`config.mk`:
```
export PLATFORM = sky130hd
export DESIGN_NAME = regcopy_seq
export DESIGN_NICKNAME = d
export VERILOG_FILES = /design/src/rtl/regcopy_seq.sv
export SDC_FILE = /design/constraint.sdc
export NUM_CORES = 1
export LEC_CHECK = 0
export ABC_AREA = 1
export CAP_MARGIN = 20
export CELL_PAD_IN_SITES_DETAIL_PLACEMENT = 1
export CELL_PAD_IN_SITES_GLOBAL_PLACEMENT = 1
export CORE_AREA = 2 2 39 41
export DETAILED_ROUTE_END_ITERATION = 10
export DIE_AREA = 0 0 41 43
export DONT_BUFFER_PORTS = 1
export GPL_ROUTABILITY_DRIVEN = 0
export GPL_TIMING_DRIVEN = 1
export PLACE_DENSITY_LB_ADDON = 0.1
export SKIP_CTS_REPAIR_TIMING = 1
export SLEW_MARGIN = 10
export SYNTH_ARGS = -nofsm -noshare
export SYNTH_HDL_FRONTEND = slang
export SYNTH_SLANG_ARGS = --single-unit
```
`constraint.sdc`:
```
create_clock -name clk -period 1.6 [get_ports clk]
set_input_delay 0.48 -clock clk [delete_from_list [all_inputs] [get_ports clk]]
set_output_delay 0.48 -clock clk [all_outputs]
set_load 0.03 [all_outputs]
```
`src/rtl/regcopy_seq.sv`:
```
module regcopy_seq #(
  parameter int          REG_BITS   = 3,
  parameter logic [1:0]  EXEC_STATE = 2'b11,
  parameter logic [2:0]  CLASS_CODE = 3'b100,
  parameter logic [2:0]  SUBOP_CODE = 3'b000,
  parameter logic [2:0]  FIRST_STEP = 3'b000
) (
  input  logic                        clk,
  input  logic                        rst,
  input  logic [1:0]                  mstate,
  input  logic [2:0]                  step,
  input  logic [11:0]                 instr,
  output logic [(1<<REG_BITS)-1:0]    oe_n,
  output logic [(1<<REG_BITS)-1:0]    wr_n,
  output logic                        eos
);
  localparam int NREG    = 1 << REG_BITS;
  localparam int SRC_LSB = 0;
  localparam int SUB_LSB = 3;
  localparam int DST_LSB = 6;
  localparam int CLS_LSB = 9;

  logic [REG_BITS-1:0] src_sel, dst_sel;
  logic                in_exec, cls_hit, sub_hit, step_hit, fire;

  assign in_exec  = (mstate == EXEC_STATE);
  assign cls_hit  = (instr[CLS_LSB +: 3] == CLASS_CODE);
  assign sub_hit  = (instr[SUB_LSB +: 3] == SUBOP_CODE);
  assign step_hit = (step == FIRST_STEP);
  assign fire     = in_exec & cls_hit & sub_hit & step_hit;

  assign src_sel = instr[SRC_LSB +: REG_BITS];
  assign dst_sel = instr[DST_LSB +: REG_BITS];

  for (genvar k = 0; k < NREG; k++) begin : g_dec
    assign oe_n[k] = ~(fire & (src_sel == REG_BITS'(k)));
    assign wr_n[k] = ~(fire & (dst_sel == REG_BITS'(k)));
  end

  always_ff @(negedge clk) begin
    if (rst) eos <= 1'b0;
    else     eos <= fire;
  end

  p_state_gate_r1: assert property (@(posedge clk) disable iff (rst)
    (mstate != EXEC_STATE) |-> (&oe_n && &wr_n));
  p_class_gate_r2: assert property (@(posedge clk) disable iff (rst)
    (instr[11:9] != CLASS_CODE) |-> (&oe_n && &wr_n));
  p_subop_gate_r3: assert property (@(posedge clk) disable iff (rst)
    (instr[5:3] != SUBOP_CODE) |-> (&oe_n && &wr_n));
  p_step_gate_r4: assert property (@(posedge clk) disable iff (rst)
    (step != FIRST_STEP) |-> (&oe_n && &wr_n));
  p_idle_high_r5: assert property (@(posedge clk) disable iff (rst)
    ($countones(~oe_n) == 0) |-> ($countones(~wr_n) == 0));
  p_src_onehot_r6: assert property (@(posedge clk) disable iff (rst)
    $onehot0(~oe_n));
  p_dst_onehot_r7: assert property (@(posedge clk) disable iff (rst)
    ($countones(~oe_n) == 1) |-> ($countones(~wr_n) == 1 && !wr_n[instr[8:6]]));
  p_same_reg_r8: assert property (@(posedge clk) disable iff (rst)
    (!oe_n[instr[2:0]] && instr[2:0] == instr[8:6]) |-> !wr_n[instr[2:0]]);
  p_eos_set_r9: assert property (@(negedge clk) disable iff (rst)
    (!(&oe_n)) |=> eos);
  p_eos_clr_r9: assert property (@(negedge clk) disable iff (rst)
    (&oe_n) |=> !eos);
endmodule

```
==> results of run 1 <==
-- cells in the mapped netlist, drive strengths merged --
master	count
nor3	16
nor2	6
nand4	1
dfxtp	1
nand3	17
nand2	4
inv	11
buf	2
-- power by group --
part           switching (µW)  internal [µW]
registers             0.00608           25.2
logic                    38.3           27.5
clock network            4.50           4.04
total                    42.8           56.7
-- kinds of logic after synthesis --
logic type	after synthesis
buffers and inverters	13
DFF	1
and+or+nand+nor	44
-- layout make-up --
class                           instances  area [µm²]  share of cell area, %
Clock inverter                          1       3.754                 0.4754
Tap cell                               16       20.02                  2.536
Inverter                               10       67.56                  8.558
Multi-Input combinational cell         44       396.6                  50.24
Timing Repair Buffer                   19       280.3                  35.50
Sequential cell                         1       21.27                  2.694
-- metrics by stage --
step | util, % | instances | total power [µW] | hold slack, ns
finish | 57.05 | 91 | 99.59 | 1.139
detailed placement | 43.22 | 89 | 88.75 | 1.140
global placement | 43.22 | 89 | 87.88 | 1.139
floorplan | - | 58 | 75.09 | 1.132
CTS | 43.22 | 89 | 88.93 | 1.140
global route | 57.05 | 91 | 111.8 | 1.148
-- layout by cell type, fill, tap and decap left out, drive strengths merged --
| cell type | n |
|---|---|
| buf | 18 |
| nand3 | 17 |
| nor3 | 16 |
| inv | 10 |
| nor2 | 6 |
| nand2 | 4 |
| clkinv | 1 |
| nand4 | 1 |
| clkbuf | 1 |
| dfxtp | 1 |
-- layer usage --
layer / share of wire, % / vias to the layer above / track usage, %
met5: 0 / - / 0
met4: 0 / 0 / 0.6667
met3: 6.9 / 0 / 1.047
met2: 57 / 21 / 20.94
met1: 36 / 206 / 13.69
li1: - / 233 / -
-- worst max-delay path by stage --
stage	endpoint	slack (ns)	startpoint	depth (start not counted)
global route	eos	-0.17	eos$_SDFF_NP0_	1
detailed placement	eos$_SDFF_NP0_	-0.19	instr[3]	5
floorplan	eos$_SDFF_NP0_	-0.15	step[2]	5
CTS	eos$_SDFF_NP0_	-0.19	instr[3]	5
global placement	eos$_SDFF_NP0_	-0.15	instr[3]	5
finish	eos	-0.15	eos$_SDFF_NP0_	1
==> results.json, run 1 <==
{
  "io_pins": 36,
  "p_leak_uw": 0.0002445,
  "worstMarginPinSlew_ns": 0.3486,
  "fin_ws_ns": -0.1497,
  "start_kind": "flip-flop",
  "max_stage_delay_ns": 0.31,
  "worstHoldStart": "instr[2]",
  "synth-compound-area-share_pct": 0,
  "mappedNetlistNets": 77,
  "hold_depth": 2,
  "via_per_inst": 5.055,
  "finalSetupTns_ns": -1.342,
  "core_area_um2": 1384,
  "holdPathEnd": "oe_n[1]",
  "synth.avg_cell_area_um2": 5.221,
  "drtPass1Iterations": 2,
  "synth_top_family_by_area": "simple AND/OR/NAND/NOR gates",
  "hold_path.class": "input port to primary output",
  "start_util_pct": 21.88,
  "groute.usage.overall_pct": 11.31,
  "stdcell_area_um2": 789.5,
  "synthXorXnorAreaFrac_pct": 0,
  "crit_path_max_fanout": 1,
  "preCtsSetupSlack_ns": -0.1913,
  "reg.largest.list": "eos: 1 flops",
  "hold_viol": 0,
  "top_register": "eos",
  "relSlewSlack_pct": 76.58,
  "grt_overflow_total": 0,
  "setup_viol": 18,
  "die_h_um": 43,
  "muxShareOfSynthArea_pct": 0,
  "synth_area_um2": 302.8,
  "rsz0062_at_grt": "true",
  "synth_fa_ha_area_share_pct": 0,
  "crit_type": "flip-flop to primary output",
  "first_iter_violations": 4,
  "final_nets": 96,
  "wire_per_inst_um": 11.98,
  "ant_nets": 0,
  "seq_area_frac_synth_pct": 6.612,
  "synth_area_leaders": "nand3_1 28%, nor3_1 26%, inv_1 14%, buf_6 7.4%, dfxtp_1 6.6%",
  "cp.required_ns": 1.12,
  "cap_violations": 0,
  "power_density_nw_per_um2": 126.1,
  "grt_max_degree": 15,
  "drv_slew": 0,
  "synth_area_leader_cell": "nand3_1",
  "grt_pass1_vias": 404,
  "end_kind": "primary output",
  "drc_errors": 0,
  "rows": 14,
  "port_buffers": 0,
  "grt_antenna_before_repair": 0,
  "vdd_drop_max_uv": 158.7,
  "worst_path_max_delay_cell": "dfxtp_2",
  "synth_simple_gate_area_share_pct": 72.31,
  "syn_to_final_growth_pct": 160.7,
  "die_width_um": 41,
  "largest_register_ffs": 1,
  "failed_checks": "setup timing",
  "antennaDiodeCount": 0,
  "synth_top_area_share_pct": 28.10,
  "hpwl_um": 858,
  "worstPathCellList": "buf_12",
  "drive_gt1_share_pct": 62.67,
  "num_vias": 460,
  "yosys_warnings": 0,
  "wl_um": 1090,
  "grt_pass1_wl_um": 1518,
  "die_area_um2": 1763,
  "ys_ff_latch": 1,
  "cts.clk_slew.worst_paths_ns": 0.03,
  "yosysUniqueCellTypes": 10,
  "arrival_ns": 1.27,
  "place_area_um2": 598.1,
  "synthCells": 58,
  "n_fill_cell": 149,
  "critPathTopFamily": "flip-flops",
  "status": "finished with violations",
  "crit_buf_inv": 1
}
Note: power is estimated with default switching activity, not from simulation.
==> run 2, diff against run 1 <==
Settings changed: ABC_CLOCK_PERIOD_IN_PS set to 1600, RECOVER_POWER set to 50.
==> results of run 2 <==
Final layout, timing and power as in run 1 (identical DEF).
